## config.mk

```make
export PLATFORM = sky130hd
export DESIGN_NAME = ldpc_stride_pf
export DESIGN_NICKNAME = d
export VERILOG_FILES = /design/src/rtl/pf_pkg.sv /design/src/rtl/pf_tag_match.sv /design/src/rtl/pf_entry_store.sv /design/src/rtl/pf_burst_gen.sv /design/src/rtl/ldpc_stride_pf.sv
export SDC_FILE = /design/constraint.sdc
export NUM_CORES = 2
export LEC_CHECK = 0
export BUFFER_PORTS_ARGS = -buffer_cell sky130_fd_sc_hd__buf_2
export CAP_MARGIN = 10
export CELL_PAD_IN_SITES_DETAIL_PLACEMENT = 0
export CELL_PAD_IN_SITES_GLOBAL_PLACEMENT = 1
export CORE_ASPECT_RATIO = 0.7
export CORE_MARGIN = 3
export CORE_UTILIZATION = 50
export CTS_CLUSTER_SIZE = 25
export DETAILED_ROUTE_END_ITERATION = 10
export PLACE_DENSITY = 0.9
export SYNTH_ARGS = -nofsm -noshare
export SYNTH_HDL_FRONTEND = slang
export SYNTH_SLANG_ARGS = --single-unit
export TNS_END_PERCENT = 10
```

## constraint.sdc

```tcl
create_clock -name clk -period 12.44 [get_ports clk]
set_clock_uncertainty 0.1 [all_clocks]
set_input_delay 3.732 -clock clk [delete_from_list [all_inputs] [get_ports clk]]
set_output_delay 3.732 -clock clk [all_outputs]
set_load 0.005 [all_outputs]
```

## src/rtl/pf_pkg.sv

```systemverilog
package pf_pkg;
  localparam int CONF_W = 2;
  typedef logic [CONF_W-1:0] conf_t;
  localparam conf_t CONF_MAX = '1;

  // saturating confidence step: up on agreeing stride, down otherwise
  function automatic conf_t conf_step(input conf_t c, input logic agree);
    if (agree) return (c == CONF_MAX) ? c : c + conf_t'(1);
    return (c == '0) ? c : c - conf_t'(1);
  endfunction
endpackage

```

## src/rtl/pf_tag_match.sv

```systemverilog
module pf_tag_match #(
  parameter int ENTRIES = 16,
  parameter int PC_W    = 16,
  parameter int IDX_W   = 4
) (
  input  logic [ENTRIES-1:0][PC_W-1:0] tags,
  input  logic [ENTRIES-1:0]           valids,
  input  logic [PC_W-1:0]              pc,
  output logic [ENTRIES-1:0]           hit_vec,
  output logic                         hit,
  output logic [IDX_W-1:0]             hit_idx
);
  for (genvar g = 0; g < ENTRIES; g++) begin : g_cmp
    assign hit_vec[g] = valids[g] && (tags[g] == pc);
  end

  assign hit = |hit_vec;

  always_comb begin
    hit_idx = '0;
    for (int i = 0; i < ENTRIES; i++)
      if (hit_vec[i]) hit_idx = IDX_W'(i);
  end
endmodule

```

## src/rtl/pf_entry_store.sv

```systemverilog
module pf_entry_store
  import pf_pkg::*;
#(
  parameter int ENTRIES = 16,
  parameter int PC_W    = 16,
  parameter int ADDR_W  = 32,
  parameter int IDX_W   = 4
) (
  input  logic                         clk,
  input  logic                         rst_n,
  input  logic                         train_vld,
  input  logic [PC_W-1:0]              train_pc,
  input  logic [ADDR_W-1:0]            train_addr,
  input  logic                         hit,
  input  logic [IDX_W-1:0]             hit_idx,
  output logic [ENTRIES-1:0][PC_W-1:0] tags,
  output logic [ENTRIES-1:0]           valids,
  output logic [ADDR_W-1:0]            new_stride,
  output conf_t                        new_conf
);
  localparam logic [IDX_W-1:0] LAST_IDX = IDX_W'(ENTRIES - 1);

  logic [ENTRIES-1:0][ADDR_W-1:0] last_q;
  logic [ENTRIES-1:0][ADDR_W-1:0] stride_q;
  conf_t [ENTRIES-1:0]            conf_q;
  logic [IDX_W-1:0]               rr_q;

  function automatic logic [ADDR_W-1:0] stride_of(input logic [ADDR_W-1:0] now_a,
                                                   input logic [ADDR_W-1:0] prev_a);
    return now_a - prev_a;
  endfunction

  assign new_stride = stride_of(train_addr, last_q[hit_idx]);
  assign new_conf   = conf_step(conf_q[hit_idx], new_stride == stride_q[hit_idx]);

  always_ff @(posedge clk or negedge rst_n) begin
    if (!rst_n) begin
      tags     <= '0;
      valids   <= '0;
      last_q   <= '0;
      stride_q <= '0;
      conf_q   <= '0;
      rr_q     <= '0;
    end else if (train_vld) begin
      if (hit) begin
        last_q[hit_idx]   <= train_addr;
        stride_q[hit_idx] <= new_stride;
        conf_q[hit_idx]   <= new_conf;
      end else begin
        valids[rr_q]   <= 1'b1;
        tags[rr_q]     <= train_pc;
        last_q[rr_q]   <= train_addr;
        stride_q[rr_q] <= '0;
        conf_q[rr_q]   <= '0;
        rr_q           <= (rr_q == LAST_IDX) ? '0 : rr_q + IDX_W'(1);
      end
    end
  end
endmodule

```

## src/rtl/pf_burst_gen.sv

```systemverilog
module pf_burst_gen #(
  parameter int ADDR_W = 32,
  parameter int DIST_W = 3,
  parameter int CNT_W  = 3
) (
  input  logic              clk,
  input  logic              rst_n,
  input  logic              start_req,
  input  logic [ADDR_W-1:0] start_addr,
  input  logic [ADDR_W-1:0] start_stride,
  input  logic [DIST_W-1:0] cfg_dist,
  input  logic [CNT_W-1:0]  cfg_count,
  input  logic              pf_rdy,
  output logic              pf_vld,
  output logic [ADDR_W-1:0] pf_addr,
  output logic [ADDR_W-1:0] cur_stride,
  output logic [CNT_W-1:0]  left,
  output logic              start_taken
);
  // first target: base plus n strides, modulo 2^ADDR_W
  function automatic logic [ADDR_W-1:0] ahead(input logic [ADDR_W-1:0] base,
                                               input logic [ADDR_W-1:0] step,
                                               input logic [DIST_W-1:0] n);
    return base + ADDR_W'(n) * step;
  endfunction

  logic [ADDR_W-1:0] addr_q;
  logic [ADDR_W-1:0] stride_q;
  logic [CNT_W-1:0]  left_q;

  assign pf_vld      = (left_q != '0);
  assign pf_addr     = addr_q;
  assign cur_stride  = stride_q;
  assign left        = left_q;
  assign start_taken = start_req && !pf_vld;

  always_ff @(posedge clk or negedge rst_n) begin
    if (!rst_n) begin
      addr_q   <= '0;
      stride_q <= '0;
      left_q   <= '0;
    end else if (start_taken) begin
      addr_q   <= ahead(start_addr, start_stride, cfg_dist);
      stride_q <= start_stride;
      left_q   <= cfg_count;
    end else if (pf_vld && pf_rdy) begin
      addr_q   <= addr_q + stride_q;
      left_q   <= left_q - CNT_W'(1);
    end
  end
endmodule

```

## src/rtl/ldpc_stride_pf.sv

```systemverilog
module ldpc_stride_pf
  import pf_pkg::*;
#(
  parameter int ENTRIES     = 16,
  parameter int PC_W        = 16,
  parameter int ADDR_W      = 32,
  parameter int DIST_W      = 3,
  parameter int CNT_W       = 3,
  parameter int CONF_THRESH = 2
) (
  input  logic              clk,
  input  logic              rst_n,
  input  logic              train_vld,
  input  logic [PC_W-1:0]   train_pc,
  input  logic [ADDR_W-1:0] train_addr,
  input  logic [DIST_W-1:0] cfg_dist,
  input  logic [CNT_W-1:0]  cfg_count,
  output logic              pf_vld,
  input  logic              pf_rdy,
  output logic [ADDR_W-1:0] pf_addr
);
  localparam int IDX_W = (ENTRIES > 1) ? $clog2(ENTRIES) : 1;
  localparam conf_t THRESH = conf_t'(CONF_THRESH);

  logic [ENTRIES-1:0][PC_W-1:0] tags;
  logic [ENTRIES-1:0]           valids;
  logic [ENTRIES-1:0]           hit_vec;
  logic                         hit;
  logic [IDX_W-1:0]             hit_idx;
  logic [ADDR_W-1:0]            new_stride;
  conf_t                        new_conf;
  logic                         trig;
  logic                         trig_taken;
  logic [ADDR_W-1:0]            burst_stride;
  logic [CNT_W-1:0]             burst_left;

  pf_tag_match #(.ENTRIES(ENTRIES), .PC_W(PC_W), .IDX_W(IDX_W)) u_match (
    .tags(tags), .valids(valids), .pc(train_pc),
    .hit_vec(hit_vec), .hit(hit), .hit_idx(hit_idx)
  );

  pf_entry_store #(.ENTRIES(ENTRIES), .PC_W(PC_W), .ADDR_W(ADDR_W), .IDX_W(IDX_W)) u_store (
    .clk(clk), .rst_n(rst_n), .train_vld(train_vld), .train_pc(train_pc),
    .train_addr(train_addr), .hit(hit), .hit_idx(hit_idx),
    .tags(tags), .valids(valids), .new_stride(new_stride), .new_conf(new_conf)
  );

  // trigger: confident hit with a usable stride and a non-empty burst
  assign trig = train_vld && hit && (new_conf >= THRESH) &&
                (new_stride != '0) && (cfg_count != '0);

  pf_burst_gen #(.ADDR_W(ADDR_W), .DIST_W(DIST_W), .CNT_W(CNT_W)) u_burst (
    .clk(clk), .rst_n(rst_n), .start_req(trig), .start_addr(train_addr),
    .start_stride(new_stride), .cfg_dist(cfg_dist), .cfg_count(cfg_count),
    .pf_rdy(pf_rdy), .pf_vld(pf_vld), .pf_addr(pf_addr),
    .cur_stride(burst_stride), .left(burst_left), .start_taken(trig_taken)
  );
endmodule

```

==> After elaboration in Yosys (flattened, before gate mapping) <==
Index checks and enable logic that the tools add are counted.
{ "totals": {"ff_bits": 1399, "input_bits": 58, "out_inout_bits": 33, "elab_cells": 190} }
{ "classes": {"n_addsub": 7, "mul": 1, "magnitude_cmp": 5, "n_eq_ne": 19, "mux": 51, "n_bitwise": 6, "n_reduce_logical": 32} }
{ "ops": {"columns": ["cell", "count"], "rows": [
  ["512-bit bitwise mux", 3],
  ["512-bit two-way mux", 2],
  ["512-bit AND", 1],
  ["512-bit inverter", 1],
  ["32-bit binary-select mux with 4-bit select", 2],
  ["256-bit bitwise mux", 1],
  ["32-bit demux with 4-bit select", 2],
  ["16-bit equality test", 16],
  ["32-bit two-way mux", 7],
  ["32-bit adder", 2],
  ["16-bit demux with 4-bit select", 1],
  ["4-bit two-way mux", 9],
  ["32-bit AND", 1],
  ["32-bit bitwise mux", 1],
  ["32-bit equality test", 1],
  ["3-bit by 32-bit multiplier with 32-bit output", 1],
  ["32-bit inverter", 1],
  ["32-bit nonzero test", 1],
  ["32-bit subtractor", 1],
  ["1-bit logical AND", 24],
  ["2-bit two-way mux", 9],
  ["3-bit two-way mux", 6],
  ["2-bit demux with 4-bit select", 2],
  ["16-bit two-way mux", 1],
  ["other kinds (20)", 25]
]} }

==> Longest topological paths before layout <==
{ "logic_depth": {"depth_word": 29, "depth_mapped": 55, "ltp_nobuf": 44} }

==> Hierarchy <==
From an unflattened synthesis, not the netlist that was laid out.
{ "hier_totals": {"cells_unflattened": 5832, "hier_area_um2": 70868.0} }
{ "modules_own_cells": {"columns": ["mod", "n_inst", "cells_each", "area_each_um2", "seq_area_each_um2"], "rows": [
  ["pf_entry_store", 1, 4426, 59460.8, 33332.0],
  ["pf_burst_gen", 1, 981, 8022.7, 1676.6],
  ["pf_tag_match", 1, 411, 3275.6, 0.0],
  ["ldpc_stride_pf", 1, 14, 108.9, 0.0]
]} }

==> Worst setup path before layout <==
Ideal clock, no wire load.
{ "synth_timing": {"kind": "input port to flip-flop", "start": "input train_pc[15]", "end": "register u_burst.addr_q[31], in the netlist u_burst.pf_addr[31]", "setup_ps": 134, "t_arrival_ps": 14936, "required_time_ps": 12206, "path_slack_ps": -2730, "path_stages": 51, "n_path_buf": 12, "cell_sequence": "buf_2 -> buf_2 -> xnor2_1 -> or4b_1 -> or4_1 -> a311oi_1 -> o32ai_1 -> o21ai_1 -> buf_2 -> buf_2 -> buf_2 -> buf_2 -> buf_2 -> clkbuf_1 -> clkbuf_1 -> clkbuf_1 -> nand2_1 -> nand3_1 -> [... 15 more ...] -> fa_1 -> inv_1 -> ha_1 -> o21a_1 -> o41a_1 -> a221oi_1 -> a21oi_1 -> a41o_1 -> o41ai_1 -> nor2_1 -> nor2_1 -> nand2_1 -> a311o_1 -> a21o_1 -> a21oi_1 -> o21ai_0 -> xnor2_1 -> o211ai_1"} }
{ "synth_via": {"elab_chain_cells": 29, "elab_cells_between_ends": 76, "cone_classes": "add/sub: 4; mul: 1; order compare: 1; eq/ne: 18; mux: 27; reduce/logical: 25"} }
{ "synth_rtl": {"columns": ["element", "line_no", "rtl"], "rows": [
  ["from (decl)", "ldpc_stride_pf.sv:14", "input logic [PC_W-1:0] train_pc,"],
  ["parallel branches: the longest is 29 deep, another holds 16-bit equality test", null, null],
  ["to (signal assigned)", "pf_burst_gen.sv:43", "addr_q <= ahead(start_addr, start_stride, cfg_dist);"],
  ["to (signal assigned)", "pf_burst_gen.sv:47", "addr_q <= addr_q + stride_q;"],
  ["to (decl)", "pf_burst_gen.sv:27", "logic [ADDR_W-1:0] addr_q;"]
]} }
Several ways; the timed one is not identified. The select of a mux whose other input is x is not followed.
A chain may end at the register's enable or synchronous reset.

==> Worst setup path after layout <==
{ "layout_timing": {"start": "input train_pc[9]", "end": "register u_burst.stride_q[15], in the netlist u_burst.cur_stride[15]"} }
{ "layout_via": {"elab_chain_cells": 28, "elab_cells_between_ends": 72, "cone_classes": "add/sub: 3; order compare: 1; eq/ne: 18; mux: 26; reduce/logical: 24"} }
{ "layout_rtl": {"columns": ["element", "line_no", "rtl"], "rows": [
  ["16-bit equality test", "pf_tag_match.sv:14", "assign hit_vec[g] = valids[g] && (tags[g] == pc);"],
  ["1-bit logical AND", "pf_tag_match.sv:14", null],
  ["1-bit two-way mux", "pf_tag_match.sv:22", "if (hit_vec[i]) hit_idx = IDX_W'(i);"],
  ["2-bit two-way mux (2 in a row)", "pf_tag_match.sv:22", null],
  ["3-bit two-way mux (4 in a row)", "pf_tag_match.sv:22", null],
  ["4-bit two-way mux (8 in a row)", "pf_tag_match.sv:22", null],
  ["32-bit binary-select mux with 4-bit select / 2-bit binary-select mux with 4-bit select (equally long branches)", "pf_entry_store.sv:33, pf_entry_store.sv:34", null],
  ["32-bit two-way mux (not written as such) / 2-bit two-way mux (equally long branches)", "pf_entry_store.sv:33, pf_entry_store.sv:34", null],
  ["32-bit subtractor, or another cell as far along", "pf_entry_store.sv:30", "return now_a - prev_a;"],
  ["32-bit equality test / 2-bit two-way mux (equally long branches)", "pf_entry_store.sv:34, pf_pkg.sv:8", null],
  ["1-bit two-way mux / 2-bit two-way mux (equally long branches)", "pf_pkg.sv:8", "if (agree) return (c == CONF_MAX) ? c : c + conf_t'(1);"],
  ["2-bit two-way mux", "pf_pkg.sv:9", "return (c == '0) ? c : c - conf_t'(1);"],
  ["2-bit greater-or-equal comparator", "ldpc_stride_pf.sv:49", "assign trig = train_vld && hit && (new_conf >= THRESH) &&"],
  ["1-bit logical AND (2 in a row)", "ldpc_stride_pf.sv:49", null],
  ["1-bit logical AND", "ldpc_stride_pf.sv:50", "(new_stride != '0) && (cfg_count != '0);"],
  ["1-bit logical AND", "pf_burst_gen.sv:35", "assign start_taken = start_req && !pf_vld;"],
  ["to (signal assigned)", "pf_burst_gen.sv:44", "stride_q <= start_stride;"],
  ["to (decl)", "pf_burst_gen.sv:28", "logic [ADDR_W-1:0] stride_q;"]
]} }
Several ways; a longest one is shown, not always the timed one. The select of a mux whose other input is x is not followed.

==> summary.md <==
| Metric | Value |
|---|---|
| Class of the most critical hold timing path | `reg2reg` |
| H-tree level count | `4` |
| Routed Antenna Nets | `0` |
| Yosys reg bits | `1399` |
| DRC | `0` |
| CP startpoint kind | `input pin` |
| Reported max-cap violation count | `0` |
| Starting Density | `50.7%` |
| Wirelength per Cell | `26.0 um` |
| # rows | `116` |
| Die outline height | `325 um` |
| Post-CTS clock slew at the launch and capture registers of the worst setup and hold paths | `0.06 ns` |
| Fill cell instance count of the final layout | `12200` |
| Number of detailed-route iterations in the first pass | `9` |
| Via count of the first global-routing pass | `61000` |
| Result of the run | `complete, no violations` |
| Number of stages on the worst hold path | `2` |
| Width of the chip | `462 um` |
| Area Growth Syn to Fin | `15.4%` |
| Worst r2r dst | `u_burst.cur_stride[15]` |
| Crit Path Category | `in2reg` |
| Worst-case reg-to-reg path depth | `41` |
| I/O pins | `91` |
| Hold_buf cts | `0` |
| Synth unique cells | `90` |
| Final hold slack | `0.379 ns` |
| Pins Over Slew Limit | `0` |
| Commonest non-fill, non-tap cells in the layout | `nand2_1 (1528), dfrtp_1 (1399), o21ai_0 (960), nand3_1 (701), buf_4 (589)` |
| Clock tree from TritonCTS | `done` |
| PwrDens | `261 nW/um^2` |
| Kind of cell adding the most delay to the critical path | `compound AO/OA/AOI/OAI gates` |
| Number of buffers inserted by port buffering | `90` |
| Pin count of the biggest net entering global routing | `174` |
| Capturing instance or port of the critical path | `u_burst.cur_stride[15]` |
| Via count normalized by instance count | `6.31` |
| Required time of the worst setup path | `13.00 ns` |
| Worst setup path start | `train_pc[9]` |
| Number of sinks driven by the clock tree | `1399` |
| Post-synthesis instance area | `72800 sq um` |
| Core region area | `144000 sq um` |
| Gp weighted congestion | `0.953` |
| Achievable frequency | `81.0 MHz` |
| DR vias | `63700` |
| Number of clock buffers inserted by TritonCTS | `138` |
| Slack of the worst reg-to-reg path | `2.82 ns` |
| Crit. End Element | `flop` |
| Most common cell after layout, fill and taps aside | `nand2_1` |
| Post-synthesis area per instance | `9.23 sq um` |
| Drt initial violations | `8708` |
| Post-DP HPWL | `167 mm` |
| Synthesized instance count | `7884` |
| Total count of hold-check failures in the final report | `0` |
| Overall fraction of global-route tracks in use | `34.4%` |
| Buf+Inv Stages, Crit Path | `15` |
| Fraction of the core area covered by cells at the end of the flow | `58.4%` |
| Slowest cell on the critical path | `or4b_2` |
| Number of nets in the layout | `8313` |
| Wire length after detailed routing | `262 mm` |
| Synthesis Warnings | `0` |
| Die ar. | `150000 sq um` |
| Largest incremental delay on the critical path | `0.70 ns` |
| Share of async-settable or async-resettable flops after synthesis | `100%` |
| Worst-case headroom to the max-slew limit | `22.2%` |
| Primary FF master, synth | `dfrtp_1` |
| Period minus WS final | `12.34 ns` |
| Power Total | `21.9 mW` |
| Overflow after GRT | `0` |
| RR Startpoint | `u_store.tags[57]` |
| Most used cell, CP | `buf_4` |
| Maximum vdd ir drop | `0.344 mV` |
| Crit share post-route | `99.2%` |
| Signal arrival time at the worst endpoint | `12.90 ns` |
| Number of cells on the critical path | `44` |
| Static leakage | `38.2 nW` |
| Worst-Skew Late Latency | `0.80 ns` |
| Share of cells above drive strength 1 | `19.7%` |
| Maximum fanout count along the critical path | `63` |
| First-pass GRT wire length | `392 mm` |
| Clock Tree Buf Depth | `3` |
| Number of enable flip-flop cells after synthesis | `0` |
| Root buffer cell | `clkbuf_16` |
| Worst Tran Pin Value | `1.17 ns` |
| Antenna violations before repair | `14` |
| Sequential element share of the synthesized area | `48.1%` |
| Unrepaired setup endpoints after global routing | `true` |
| Net count after synthesis | `8104` |
| Final setup violating endpoints | `0` |
-- metal layers --
layer | routed length (um) | share of wire [%] | vias to the layer above | global-route usage (%)
met2 | 103000 | 39 | 4102 | 45.8
met3 | 40200 | 15 | 628 | 14.1
met4 | 9430 | 3.6 | 8 | 11.3
met5 | 73 | 0.028 | - | 0.545
met1 | 109000 | 42 | 31400 | 50.2
li1 | - | - | 27600 | -
-- area by class of cell --
type | count | area [sq um] | area share, %
antenna | 10 | 25.0 | 0.0298
clock buffer | 188 | 3950 | 4.71
clock inverter | 55 | 664 | 0.791
inverter | 180 | 676 | 0.805
multi-input combinational | 5648 | 35500 | 42.3
sequential | 1399 | 35000 | 41.7
tap | 1888 | 2360 | 2.81
timing repair buffer | 726 | 5750 | 6.85
-- cells by family after synthesis --
family / after synthesis / synth area share, %
xor+xnor: 367 / 4.42
flops: 1399 / 48.1
buf+inv: 837 / 4.60
mux: 573 / 8.64
compound gates: 1536 / 12.0
simple gates: 3009 / 18.8
fa+ha+maj: 163 / 3.43
-- state kept, by name, indices dropped and copies added (netlist names) --
| register | cells |
|---|---|
| u_burst.cur_stride | 32 |
| u_burst.pf_addr | 32 |
| u_store.valids | 16 |
| u_store.conf_q | 32 |
| u_store.rr_q | 4 |
| u_burst.left | 3 |
| u_store.tags | 256 |
| u_store.last_q | 512 |
| u_store.stride_q | 512 |
-- per-stage QoR --
step,setup TNS (ns),setup slack (ns),instances,cell area (sq um)
global route,-3.75,-0.240,10100,84000
global placement,-52.01,-1.05,9825,78500
floorplan,-6.32,-1.14,7884,73200
detailed placement,-64.51,-1.16,9825,78500
finish,0,0.0984,10100,84000
CTS,0,0.00758,10100,83300
-- where the power goes --
| part | switching [mW] | internal, mW | total [mW] |
|---|---|---|---|
| Combinational | 6.40 | 4.68 | 11.1 |
| Clock | 1.92 | 2.43 | 4.35 |
| Sequential | 0.736 | 5.73 | 6.46 |
-- worst min-delay path by stage --
stage / start / slack [ns] / endpoint
after floorplan: u_store.last_q[223] / 0.34 / u_store.last_q[223]
after global placement: u_store.stride_q[119] / 0.36 / u_store.stride_q[119]
after detailed placement: u_store.stride_q[143] / 0.37 / u_store.stride_q[143]
after CTS: u_store.stride_q[107] / 0.38 / u_store.stride_q[107]
after global routing: u_burst.cur_stride[22] / 0.39 / u_burst.cur_stride[22]
final: u_store.last_q[92] / 0.38 / u_store.last_q[92]
-- repair_timing --
action | 4_1_cts | 5_1_grt
setup endpoints to repair | 13 | 99
resized for setup | 25 | 109
cloned | 0 | 0
pin swaps | 3 | 59
buffers inserted | 2 | 13
hold endpoints to repair | 0 | 0
-- synthesized netlist by cell type, drive strengths merged, types with 25 or more instances --
cell type / instances / area, sq um
nor3: 64 / 320
fa: 61 / 1220
mux2i: 130 / 1300
inv: 177 / 664
mux2: 443 / 4990
and2: 27 / 169
nand2b: 44 / 275
a311oi: 25 / 219
nor2: 212 / 796
nand4: 65 / 407
buf: 168 / 840
and3: 156 / 976
o21ai: 1003 / 5060
a31oi: 76 / 475
dfrtp: 1399 / 35000
o211ai: 26 / 215
a211oi: 36 / 275
a21oi: 180 / 905
nor4: 63 / 400
nand2: 1544 / 5800
nand3: 708 / 3540
xor2: 170 / 1490
clkbuf: 489 / 1840
xnor2: 197 / 1730
ha: 101 / 1260
a21o: 31 / 233
-- worst register-to-register path, delay by kind of cell, from the launching register on --
kind | cells | cell delay, ns
AO/OA/AOI/OAI | 15 | 3.27
XOR/XNOR | 1 | 0.19
adder cells (fa/ha/maj) | 1 | 0.36
buffers and inverters | 14 | 2.40
flip-flops | 1 | 0.39
multiplexers | 1 | 0.43
AND/OR/NAND/NOR | 9 | 2.38
Note: power is estimated with default switching activity, not from simulation.
